===== src/rtl/pwm_pkg.sv =====
package pwm_pkg;

    // Counter and prescaler widths shared by every unit of the block
    localparam int CNT_W = 16;
    localparam int DIV_W = 8;

    typedef logic [CNT_W-1:0] cnt_t;
    typedef logic [DIV_W-1:0] div_t;

    // Period and duty limits travel together
    typedef struct packed {
        cnt_t per;
        cnt_t duty;
    } cmp_t;

    typedef enum logic {
        POL_HIGH = 1'b0,
        POL_LOW  = 1'b1
    } pol_e;

    // Logical activity for a count position under a limit pair
    function automatic logic in_active(cnt_t c, cmp_t s);
        return (s.duty >= s.per) || (c <= s.duty);
    endfunction

    // Map logical activity onto a pin level
    function automatic logic drive_level(logic act, pol_e p);
        return (p == POL_LOW) ? ~act : act;
    endfunction

endpackage


===== src/rtl/pwm_prescaler.sv =====
module pwm_prescaler
    import pwm_pkg::*;
(
    input  logic clk,
    input  logic rst,
    input  logic run,
    input  div_t div_set,
    output logic tick
);

    div_t div_q;

    // A limit lowered below the running count still ends the interval
    assign tick = run && (div_q >= div_set);

    always_ff @(posedge clk) begin
        if (rst || !run) begin
            div_q <= '0;
        end else if (tick) begin
            div_q <= '0;
        end else begin
            div_q <= div_q + 1'b1;
        end
    end

endmodule


===== src/rtl/pwm_counter.sv =====
module pwm_counter
    import pwm_pkg::*;
(
    input  logic clk,
    input  logic rst,
    input  logic run,
    input  logic tick,
    input  cnt_t per_lim,
    output cnt_t cnt,
    output logic at_end
);

    assign at_end = (cnt >= per_lim);

    always_ff @(posedge clk) begin
        if (rst || !run) begin
            cnt <= '0;
        end else if (tick) begin
            cnt <= at_end ? '0 : cnt + 1'b1;
        end
    end

endmodule


===== src/rtl/pwm_shadow.sv =====
module pwm_shadow
    import pwm_pkg::*;
(
    input  logic clk,
    input  logic rst,
    input  logic run,
    input  logic tick,
    input  logic at_end,
    input  cmp_t cmp_in,
    output cmp_t cmp_sh
);

    logic load;

    // Follow the inputs while idle; otherwise only at a wrap
    assign load = !run || (tick && at_end);

    always_ff @(posedge clk) begin
        if (rst) begin
            cmp_sh <= '0;
        end else if (load) begin
            cmp_sh <= cmp_in;
        end
    end

endmodule


===== src/rtl/pwm_gen.sv =====
module pwm_gen
    import pwm_pkg::*;
(
    input  logic             clk,
    input  logic             rst,
    input  logic [DIV_W-1:0] prescale,
    input  logic             pwm_en,
    input  logic             clr_on_match,
    input  logic [CNT_W-1:0] period_val,
    input  logic [CNT_W-1:0] duty_val,
    input  logic             act_low,
    input  logic             aux_level,
    output logic             pwm_out,
    output logic             aux_out
);

    logic mode_on;
    logic tick;
    logic at_end;
    cnt_t cnt_q;
    cmp_t cmp_in;
    cmp_t cmp_sh;
    pol_e pol;

    assign mode_on = pwm_en && clr_on_match;
    assign cmp_in  = '{per: period_val, duty: duty_val};
    assign pol     = pol_e'(act_low);

    pwm_prescaler u_pre (
        .clk     (clk),
        .rst     (rst),
        .run     (mode_on),
        .div_set (prescale),
        .tick    (tick)
    );

    pwm_counter u_cnt (
        .clk     (clk),
        .rst     (rst),
        .run     (mode_on),
        .tick    (tick),
        .per_lim (cmp_sh.per),
        .cnt     (cnt_q),
        .at_end  (at_end)
    );

    pwm_shadow u_sh (
        .clk    (clk),
        .rst    (rst),
        .run    (mode_on),
        .tick   (tick),
        .at_end (at_end),
        .cmp_in (cmp_in),
        .cmp_sh (cmp_sh)
    );

    always_comb begin
        if (mode_on) begin
            pwm_out = drive_level(in_active(cnt_q, cmp_sh), pol);
            aux_out = aux_level;
        end else begin
            pwm_out = drive_level(1'b0, pol);
            aux_out = 1'b0;
        end
    end

endmodule


===== config.mk =====
export PLATFORM = sky130hd
export DESIGN_NAME = pwm_gen
export DESIGN_NICKNAME = d
export VERILOG_FILES = /design/src/rtl/pwm_pkg.sv /design/src/rtl/pwm_prescaler.sv /design/src/rtl/pwm_counter.sv /design/src/rtl/pwm_shadow.sv /design/src/rtl/pwm_gen.sv
export SDC_FILE = /design/constraint.sdc
export NUM_CORES = 1
export LEC_CHECK = 0
export BUFFER_PORTS_ARGS = -buffer_cell sky130_fd_sc_hd__buf_2
export CAP_MARGIN = 15
export CORE_MARGIN = 5
export CORE_UTILIZATION = 55
export CTS_CLUSTER_SIZE = 12
export DETAILED_ROUTE_END_ITERATION = 6
export PLACE_DENSITY_LB_ADDON = 0.15
export SLEW_MARGIN = 20
export SYNTH_ARGS = -nofsm -noshare
export SYNTH_HDL_FRONTEND = slang
export SYNTH_SLANG_ARGS = --single-unit
export TNS_END_PERCENT = 20

===== constraint.sdc =====
create_clock -name clk -period 2.53 [get_ports clk]
set_clock_uncertainty 0.15 [all_clocks]
set_input_delay 0.3795 -clock clk [delete_from_list [all_inputs] [get_ports clk]]
set_output_delay 0.3795 -clock clk [all_outputs]
set_load 0.1 [all_outputs]

Word level (Yosys, flattened, before mapping)

Cells that the tools add are included.

Bits in latches: 0
Register bits after elaboration: 56
Memory bits (read-only): 0
Output and inout port bits: 2
Memories: 0
Input port bits: 46
Logic and storage cells: 24
RAM bits: 0

Multiplexer cells: 5
Reductions and logical operators: 8
Add/sub/neg operators: 2
Multiply operators: 0
Eq/ne operators: 0
Bitwise operators: 1
Div/mod/pow operators: 0
Shifts and indexed selects: 0
Order comparisons: 4

Operators with widths:

| cell                                           | number |
|---|---|
| >= comparator 16 bit                           | 2 |
| adder 16 x 1 -> 16 bit (second input constant) | 1 |
| less-or-equal comparator 16 bit                | 1 |
| two-way mux 16 bit                             | 1 |
| adder 8 x 1 -> 8 bit (second input constant)   | 1 |
| >= comparator 8 bit                            | 1 |
| two-way mux 1 bit                              | 4 |
| logical AND 1 bit                              | 3 |
| logical OR 1 bit                               | 3 |
| OR reduction 2 bit                             | 1 |
| logical NOT 1 bit                              | 1 |
| inverter 1 bit                                 | 1 |

Longest topological paths before layout

Gate-level depths: netlist (run 1).

Depth after elaboration: 5
Mapped depth: 9
Gate-level depth less buffers: 8

Cells and area by module

Synthesis (run 1) repeated with hierarchy kept, for this count alone.

Cells, all modules: 453
Area total of the unflattened synthesis: 3912.5 um^2

By module, submodules not included:

| module        | cells an instance | area each (um^2) | times used | sequential area each (um^2) |
|---|---|---|---|---|
| pwm_shadow    | 139               | 1452.6           | 1          | 640.6 |
| pwm_counter   | 138               | 1124.8           | 1          | 320.3 |
| pwm_gen       | 114               | 824.5            | 1          | 0.0 |
| pwm_prescaler | 62                | 510.5            | 1          | 160.2 |

Worst setup path before layout (run 1)

Ideal clock, no wire load.

Path type: register -> output
Start point: register, netlist name u_sh.cmp_sh[14]
End point: output pwm_out
Data arrival time: 3.096 ns
Path buffers: 0
Data required time: 2.000 ns
Slack: -1.095 ns
Cell stages (with the launch flop): 9
Cell sequence: dfxtp_1 > inv_1 > ha_1 > a21oi_1 > nand2_1 > a211o_1 > a2111oi_0 > a21oi_1 > xnor2_1

Longest elaborated chain between the ends: 5
Elaborated cells between the ends (all ways): 6
Classes of those cells: order compare (2); mux (2); bitwise (1); reduce/logical (1)

Ends and longest elaborated chain:

| what                                                                           | RTL line      | source |
|---|---|---|
| >= comparator 16 bit / less-or-equal comparator 16 bit (equally long branches) | pwm_pkg.sv:23 | `return (s.duty >= s.per) \|\| (c <= s.duty);` |
| logical OR 1 bit *                                                             | pwm_pkg.sv:23 |  |
| inverter 1 bit                                                                 | pwm_pkg.sv:28 | `return (p == POL_LOW) ? ~act : act;` |
| two-way mux 1 bit *                                                            | pwm_pkg.sv:28 |  |
| two-way mux 1 bit *                                                            | pwm_gen.sv:58 | `if (mode_on) begin` |
| end, declared                                                                  | pwm_gen.sv:13 | `output logic pwm_out,` |

Mark *: on every way between the ends. The rest lies on a longest branch, timed or not.

Worst setup path in the final report (run 1)

Start point: register, netlist name u_sh.cmp_sh[0]
End point: output pwm_out

Longest elaborated chain between the ends: 5
Elaborated cells between the ends (all ways): 6
Classes of those cells: order compare (2); mux (2); bitwise (1); reduce/logical (1)

Ends and longest elaborated chain:

| what                                                                           | RTL line |
|---|---|
| >= comparator 16 bit / less-or-equal comparator 16 bit (equally long branches) | pwm_pkg.sv:23 |
| logical OR 1 bit *                                                             | pwm_pkg.sv:23 |
| inverter 1 bit                                                                 | pwm_pkg.sv:28 |
| two-way mux 1 bit *                                                            | pwm_pkg.sv:28 |
| two-way mux 1 bit *                                                            | pwm_gen.sv:58 |

Marked as above.

==> impl_metrics.yaml, run 1 <==
sta:
  min_period_over_period: 1.11
  fmax_mhz: 355
  hold_slack_ps: 134
  tns_ps: -288
  setup_viol: 1
  setup_slack_ps: -288
  hold_viol: 0
  rsz0062_at_grt: "true"
  layout_min_cycle_time_ps: 2820
  max_slew.worst_pin.slew_ps: 486
  slew_headroom: 0.679
  finalMaxSlewViolations: 0
yosys:
  synth_cell_types: 42
  async_flop_share: 0
  yosysTopAreaCell: "dfxtp_1"
  yosysMostFrequentCell: "nor2_1"
  synthFlopType: "dfxtp_1"
  synth_edf_count: 0
  syn_area_sq_um: 3570
  syn_inst: 402
  synth_common_cells: "nor2_1, ha_1, dfxtp_1"
  avgSynthCellArea_sq_um: 8.88
  yosys_warnings: 0
  ys_ff_latch: 56
  synth-seq-area-share: 0.314
  yosysTopAreaCellShare: 0.314
  syn_nets: 506
  yosys-top-cells-area: "dfxtp_1, ha_1, mux2i_1"
clock_tree:
  cts_tree: "done"
  holdBufCountCts: 0
  clock-sinks: 56
  clock_latency_ps: 320
  clkTransAtPathRegs_ps: 100
  cts_root_buf: "clkbuf_8"
  numCtsBuffers: 5
  cts.htree.levels: 2
  clock_path_buffers: 2
status:
  violations: "setup timing"
  status: "complete, but fails checks"
placement:
  place_congestion: 0.763
  dp_cells: 535
  dpl-instance-area_sq_um: 4060
  dp_hpwl_um: 6000
  portBuffers: 47
setup_path:
  critPathArrivalTime_ps: 2290
  r2r-start: "u_sh.cmp_sh[30]$_SDFFE_PP0P_"
  r2r_slack_ps: 60
  critPathBufInv: 2
  cp-start-kind: "flop"
  cp.depth: 9
  path_class: "flop to output pin"
  r2r-end: "u_sh.cmp_sh[7]$_SDFFE_PP0P_"
  worstPathMaxFanout: 2
  crit_start: "u_sh.cmp_sh[0]$_SDFFE_PP0P_"
  r2r.worst_path.cells: 10
  crit_chain: "inv_2, ha_4, nand2b_4, a2111oi_4, o31a_1, o211ai_1, a21oi_2, xnor2_4, buf_12"
  worstPathRequired_ps: 2000
  endpoint: "pwm_out"
  cp-end-kind: "output pin"
  critical-path-top-delay-family: "compound AO/OA/AOI/OAI gates"
  worst_path_max_delay_cell: "dfxtp_2"
  max_stage_delay_ps: 340
route:
  drc: 0
  ant_nets: 0
  vias_per_cell: 5.43
  wl_um: 8530
  num_vias: 2991
  wl_per_cell_um: 15.5
  drt_pass1_iterations: 4
  drt_iter0_markers: 132
finish:
  fillers: 504
  fin_util: 0.713
  design_area_sq_um: 4500
  n_antenna_cell: 0
  layout.cells.non_filler: 551
  nNetsFinal: 578
  area_delta_synth_final_pct: 26.1
  drive_gt1_frac: 0.304
pwr:
  p_leak_uw: 0.00204
  max-vdd-ir-drop_uv: 399
  p_per_area_nw_per_um2: 435
die:
  core_area_sq_um: 6310
  die_w_um: 90.6
  start_util: 0.565
  num_rows: 29
  die_h_um: 90.6
  dieArea_sq_um: 8200
  ios: 48
global_routing:
  grtUsageTotal: 0.204
  gr-total-overflow: 0
  grt_max_degree: 34
  grt_pass1_wl_um: 13900
  grt_pass1_vias: 3042
  antenna_found_initial: 0
flow_run:
  maxCapViolations: 0
min_path:
  hold_path_class: "primary input to flop"
[repair_timing]
item / in CTS / in global routing
pin swaps: 14 / 8
resized for setup: 30 / 21
setup endpoints to repair: 33 / 33
cloned: 2 / 1
setup buffers: 1 / 5
[through the flow]
stage,worst slack [ps],power [uW]
after global placement,-208,1370
after global routing,-412,2060
after floorplan,0.197,1260
after CTS,-257,1920
after detailed placement,-260,1380
final,-288,1960
[where the power goes]
| part | total, uW | internal (uW) | switching (uW) | leakage, uW |
|---|---|---|---|---|
| clock | 486 | 190 | 296 | 0.0000410 |
| sequential | 954 | 924 | 30.4 | 0.000467 |
| combinational | 517 | 253 | 264 | 0.00154 |
| total | 1960 | 1370 | 590 | 0.00204 |
[how the worst min path moves through the flow]
stage                              startpoint  depth (start not counted)                            to  slack, ps
detailed placement  u_pre.div_q[0]$_SDFF_PP0_                          1     u_pre.div_q[0]$_SDFF_PP0_        300
CTS                              duty_val[12]                          3  u_sh.cmp_sh[12]$_SDFFE_PP0P_        140
floorplan           u_pre.div_q[0]$_SDFF_PP0_                          1     u_pre.div_q[0]$_SDFF_PP0_        280
finish                           duty_val[12]                          3  u_sh.cmp_sh[12]$_SDFFE_PP0P_        130
global placement    u_pre.div_q[0]$_SDFF_PP0_                          1     u_pre.div_q[0]$_SDFF_PP0_        290
global route                   period_val[11]                          3  u_sh.cmp_sh[27]$_SDFFE_PP0P_        150
[state kept, by name (all words and copies together) (netlist names)]
signal and cells:
u_sh.cmp_sh 32, u_cnt.cnt 16, u_pre.div_q 8
[per-layer routing]
metal,wire [um],global-route usage,vias to the layer above
met3,372,0.0317,19
met5,0,0,-
met1,3680,0.251,1369
li1,-,-,1529
met2,4250,0.355,74
met4,232,0.0769,0
[worst register-to-register path, delay by kind of cell (launching register included)]
kind                       cells  cell delay, ps
and+or+nand+nor                3             480
muxes                          1             190
AOI/OAI and AO/OA              2             510
adders and majority gates      1             280
DFF                            1             360
buffers and inverters          3             370
[area by class of cell]
class                           count  area [sq um]  share of cell area
Inverter                           41           154              0.0342
Multi-Input combinational cell    294          2480               0.551
Timing Repair Buffer               76           546               0.121
Sequential cell                    56          1150               0.255
Clock buffer                        6          72.6              0.0161
Tap cell                           77          96.3              0.0214
Clock inverter                      1          5.00             0.00111
[layout by cell type (no fill, tap or decap), types with 3 or more instances in the layout]
cell type | netlist | routed
and2_1 | 3 | 3
nor2_1 | 64 | 64
xnor2_1 | 12 | 11
inv_1 | 41 | 35
ha_4 | 0 | 12
nand4_1 | 11 | 11
xor2_1 | 9 | 9
dfxtp_2 | 0 | 22
nor3_1 | 7 | 6
mux2i_1 | 32 | 30
inv_2 | 0 | 6
buf_2 | 2 | 46
dfxtp_1 | 56 | 34
o21ai_0 | 5 | 4
clkbuf_8 | 0 | 5
nand2b_1 | 5 | 4
o21a_1 | 4 | 4
buf_4 | 0 | 23
nand2_1 | 15 | 13
nand3_1 | 14 | 14
a21oi_1 | 20 | 19
ha_1 | 58 | 46
and3_1 | 8 | 8
[kinds of logic (layout without fill, tap and decap cells)]
| logic type | after synthesis | in the layout | synth area share |
|---|---|---|---|
| compound gates | 48 | 48 | 0.0996 |
| simple gates | 135 | 135 | 0.180 |
| fa+ha+maj | 58 | 58 | 0.203 |
| buf+inv | 52 | 124 | 0.0617 |
| mux | 32 | 32 | 0.0898 |
| flops | 56 | 56 | 0.314 |
| xor+xnor | 21 | 21 | 0.0515 |
No activity file was read; power rests on OpenSTA's default activity.
==> inputs of run 2 (changes only) <==
Settings changed: CORE_ASPECT_RATIO set to 1.4.
==> impl_metrics.yaml, run 2 (synthesis gave the netlist of run 1 again) <==
finish:
  largest_reg_flops: 32
  nNetsFinal: 590
  top_register: "u_sh.cmp_sh"
  layout_commonest_cell: "nor2_1"
  fillers: 447
  layout.cells.non_filler: 559
  drive_gt1_frac: 0.376
  largest_registers: "u_sh.cmp_sh x32, u_cnt.cnt x16, u_pre.div_q x8"
  final_cell_mix: "nor2_1, buf_2, ha_1"
  fin_util: 0.767
  n_antenna_cell: 0
  area_delta_synth_final_pct: 34.4
pwr:
  p_leak_uw: 0.00215
  p_per_area_nw_per_um2: 430
  max-vdd-ir-drop_uv: 379
  total_power_uw: 2060
die:
  die_w_um: 78.1
  dieArea_sq_um: 8220
  num_rows: 34
  core_area_sq_um: 6250
  start_util: 0.571
  ios: 48
  die_h_um: 105
placement:
  portBuffers: 47
  place_congestion: 0.831
  dp_cells: 536
  dp_worst_setup_slack_ps: -350
  dp_hpwl_um: 6070
route:
  drt_pass1_iterations: 4
  vias_per_cell: 5.63
  num_vias: 3145
  drc: 0
  ant_nets: 0
  drt_iter0_markers: 152
  wl_per_cell_um: 16.5
  wl_um: 9230
setup_path:
  worstPathRequired_ps: 2000
  cp-start-kind: "flop"
  worst_path_max_delay_cell: "dfxtp_4"
  path_class: "flop to output pin"
  cp-end-kind: "output pin"
  max_stage_delay_ps: 360
  worstPathMaxFanout: 3
  critPathArrivalTime_ps: 2330
  crit_chain: "buf_4, ha_4, nand4_1, or2_4, o211ai_1, a21oi_4, xnor2_4, buf_12"
sta:
  layout_min_cycle_time_ps: 2860
  max_slew.worst_pin.slew_ps: 485
  rsz0062_at_grt: "true"
  min_period_over_period: 1.13
  setup_viol: 32
  slew_headroom: 0.679
  hold_slack_ps: 139
  fmax_mhz: 350
  setup_slack_ps: -328
  hold_viol: 0
  finalMaxSlewViolations: 0
status:
  status: "complete, but fails checks"
  violations: "setup timing"
clock_tree:
  numCtsBuffers: 5
  holdBufCountCts: 0
  clock_path_buffers: 2
  clock-sinks: 56
  clkTransAtPathRegs_ps: 100
  cts_tree: "done"
  cts.htree.levels: 2
  clock_latency_ps: 320
  cts_root_buf: "clkbuf_8"
global_routing:
  grtUsageTotal: 0.215
  antenna_found_initial: 0
  grt_max_degree: 34
  grt_pass1_wl_um: 14700
  gr-total-overflow: 0
  grt_pass1_vias: 3255
min_path:
  hold_path_class: "primary input to flop"
flow_run:
  maxCapViolations: 0
## run 2: cell count changes in the layout (fill, tap and decap cells not counted), moves of 3 or more
cell,previous run,this run
buf_4,23,33
ha_1,46,36
dfxtp_1,34,25
ha_4,12,21
dfxtp_4,0,7
inv_1,35,32
inv_2,6,9
## run 2: power by group
part           internal, uW  switching (uW)  leakage (uW)
Clock                   220             306     0.0000510
Combinational           295             292       0.00162
Sequential              919            30.7      0.000472
## run 2: worst max-delay path: cells and delay by family (launching register included)
kind                     cells  cell delay, ps
AO/OA/AOI/OAI                2             450
AND/OR/NAND/NOR              2             400
flip-flops                   1             360
buffers and inverters        2             330
adder cells (fa/ha/maj)      1             260
XOR/XNOR                     1             200
## run 2: final cells by class
class,instances,area (sq um),area share
well taps,72,90.1,0.0188
inverters,41,154,0.0321
clock inverters,2,10.0,0.00209
repair buffers,88,647,0.135
clock buffers,6,82.6,0.0172
multi-input cells,294,2640,0.550
flip-flops and latches,56,1180,0.245
## run 2: metrics by stage
| stage | area (sq um) | setup TNS (ps) |
|---|---|---|
| after floorplan | 3620 | 0 |
| after global routing | 4800 | -3710 |
| after CTS | 4560 | -1970 |
| after detailed placement | 4110 | -2260 |
| after global placement | 4110 | -1520 |
| final | 4800 | -779 |
## run 2: what timing repair did
| action | CTS | global route |
|---|---|---|
| cloned | 2 | 0 |
| gates resized for setup | 54 | 36 |
| buffers inserted | 9 | 5 |
| pin swaps | 19 | 18 |
| setup endpoints to repair | 33 | 34 |
## run 2: metal layers
layer,vias up,track usage,wire (um)
li1,1552,-,-
met1,1493,0.259,3650
met2,85,0.382,4910
met3,15,0.0350,494
met4,0,0.0713,177
met5,-,0,0
## run 2: worst paths after layout
path	from	end	slack, ps	cells after the start
worst min register to register	u_pre.div_q[0]$_SDFF_PP0_	u_pre.div_q[0]$_SDFF_PP0_	330	1
worst max-delay path	u_sh.cmp_sh[14]$_SDFFE_PP0P_	pwm_out	-330	8
worst max register to register	u_cnt.cnt[9]$_SDFFE_PP0P_	u_sh.cmp_sh[0]$_SDFFE_PP0P_	-70	12
worst min-delay path	duty_val[10]	u_sh.cmp_sh[10]$_SDFFE_PP0P_	140	3
==> inputs of run 3 (changes only) <==
Settings changed: SETUP_SLACK_MARGIN set to 0.05.
Clock period 2.53 ns to 3.03 ns, I/O delays scaled along.
==> impl_metrics.yaml, run 3 (synthesis gave the netlist of run 1 again) <==
placement:
  portBuffers: 47
  dp_worst_setup_slack_ps: 150
  dp_cells: 515
  dp_hpwl_um: 6440
  place_congestion: 0.917
clock_tree:
  cts_tree: "done"
  clock_path_buffers: 2
  cts_root_buf: "clkbuf_8"
  postCtsSetupBuffers: 0
  clock-sinks: 56
  numCtsBuffers: 5
  cts.htree.levels: 2
  clkTransAtPathRegs_ps: 110
  holdBufCountCts: 0
  clock_latency_ps: 320
sta:
  fmax_mhz: 336
  layout_min_cycle_time_ps: 2970
  hold_viol: 0
  slew_headroom: 0.689
  finalMaxSlewViolations: 0
  min_period_over_period: 0.981
  setup_slack_ps: 56.2
  tns_ps: 0
  max_slew.worst_pin.slew_ps: 462
  setup_viol: 0
  hold_slack_ps: 211
  rsz0062_at_grt: "true"
finish:
  layout_commonest_cell: "nor2_1"
  largest_reg_flops: 32
  final_cell_mix: "nor2_1, ha_1, dfxtp_1"
  layout.cells.non_filler: 523
  n_antenna_cell: 0
  largest_registers: "u_sh.cmp_sh x32, u_cnt.cnt x16, u_pre.div_q x8"
  nNetsFinal: 554
  multi_input_area_sq_um: 2330
  top_register: "u_sh.cmp_sh"
  seq_area_sq_um: 1130
  fillers: 543
  area_delta_synth_final_pct: 15.2
  drive_gt1_frac: 0.186
die:
  core_area_sq_um: 6250
  die_h_um: 105
  die_w_um: 78.1
  start_util: 0.571
  num_rows: 34
  ios: 48
  dieArea_sq_um: 8220
pwr:
  p_leak_uw: 0.00191
  clock_power_share: 0.301
  p_seq_frac: 0.478
  power_frac_comb: 0.220
  p_per_area_nw_per_um2: 403
  switching_share: 0.288
  max-vdd-ir-drop_uv: 250
  p_int_uw: 1180
  power_switching_uw: 476
route:
  drt_iter0_markers: 98
  drc: 0
  ant_nets: 0
  wl_per_cell_um: 15.3
  vias_per_cell: 5.54
  num_vias: 2896
  wl_um: 8030
  drt_pass1_iterations: 4
global_routing:
  grt_max_degree: 34
  antenna_found_initial: 0
  grtUsageTotal: 0.196
  grt_pass1_wl_um: 13300
  gr-total-overflow: 0
  grt_pass1_vias: 2969
status:
  status: "finished, final reports clean"
setup_path:
  r2r-start: "u_sh.cmp_sh[31]$_SDFFE_PP0P_"
  crit_start: "u_sh.cmp_sh[13]$_SDFFE_PP0P_"
  path_class: "flop to output pin"
  critPathArrivalTime_ps: 2370
  cp-end-kind: "output pin"
  cp-start-kind: "flop"
  worstPathMaxFanout: 3
  worstPathRequired_ps: 2430
min_path:
  min_from: "period_val[8]"
  hold_path_class: "primary input to flop"
flow_run:
  maxCapViolations: 0
==> run 3: cell count changes in the layout (fill, tap and decap cells not counted), moves of 3 or more <==
cell     before  now
ha_4         21    1
dfxtp_2      24    4
dfxtp_1      25   52
buf_4        33    4
dfxtp_4       7    0
inv_1        32   40
inv_2         9    1
buf_6         3    0
ha_1         36   57
==> run 3: path summary, 6_finish.rpt <==
kind,endpoint,slack (ps),depth (start not counted)
worst min register to register,u_pre.div_q[0]$_SDFF_PP0_,320,1
worst max register to register,u_sh.cmp_sh[28]$_SDFFE_PP0P_,470,9
worst max-delay path,pwm_out,60,9
worst min-delay path,u_sh.cmp_sh[24]$_SDFFE_PP0P_,210,3
==> run 3: critical path, cell delays in order, from the launching register on <==
cell and delay, ps:
dfxtp_1 370, inv_1 70, ha_1 290, nand4_1 250, nor3_4 330, a211oi_2 110, o211ai_1 110, a21oi_2 120
xnor2_4 210, buf_12 190
==> run 3: layer usage <==
metal,part of all wire,track usage
met2,0.52,0.348
met3,0.046,0.0401
met5,0,0
met4,0.024,0.0688
met1,0.41,0.229
==> run 3: what timing repair did <==
| action | 4_1_cts | 5_1_grt |
|---|---|---|
| resized for setup | 6 | 12 |
| cloned | 0 | 0 |
| pin swaps | 3 | 7 |
| endpoints found under the setup margin | 1 | 1 |
==> run 3: power groups by stage <==
stage	logic (uW)	clock network [uW]	registers [uW]
floorplan	242	0	800
global placement	328	0	807
detailed placement	341	0	807
CTS	349	514	791
global route	408	548	797
finish	365	499	791
==> run 3: metrics by stage <==
| stage | utilization | area (sq um) | power (uW) |
|---|---|---|---|
| after floorplan | - | 3590 | 1040 |
| after global placement | 0.625 | 3910 | 1130 |
| after detailed placement | 0.625 | 3910 | 1150 |
| after CTS | 0.646 | 4040 | 1650 |
| after global routing | 0.657 | 4110 | 1750 |
| final | 0.657 | 4110 | 1650 |
==> run 3: cell type report <==
type | count | share of cell area
Sequential cell | 56 | 0.274
Clock buffer | 5 | 0.0167
Timing Repair Buffer | 52 | 0.0731
Clock inverter | 3 | 0.0104
Multi-Input combinational cell | 294 | 0.567
Tap cell | 72 | 0.0219
Inverter | 41 | 0.0374
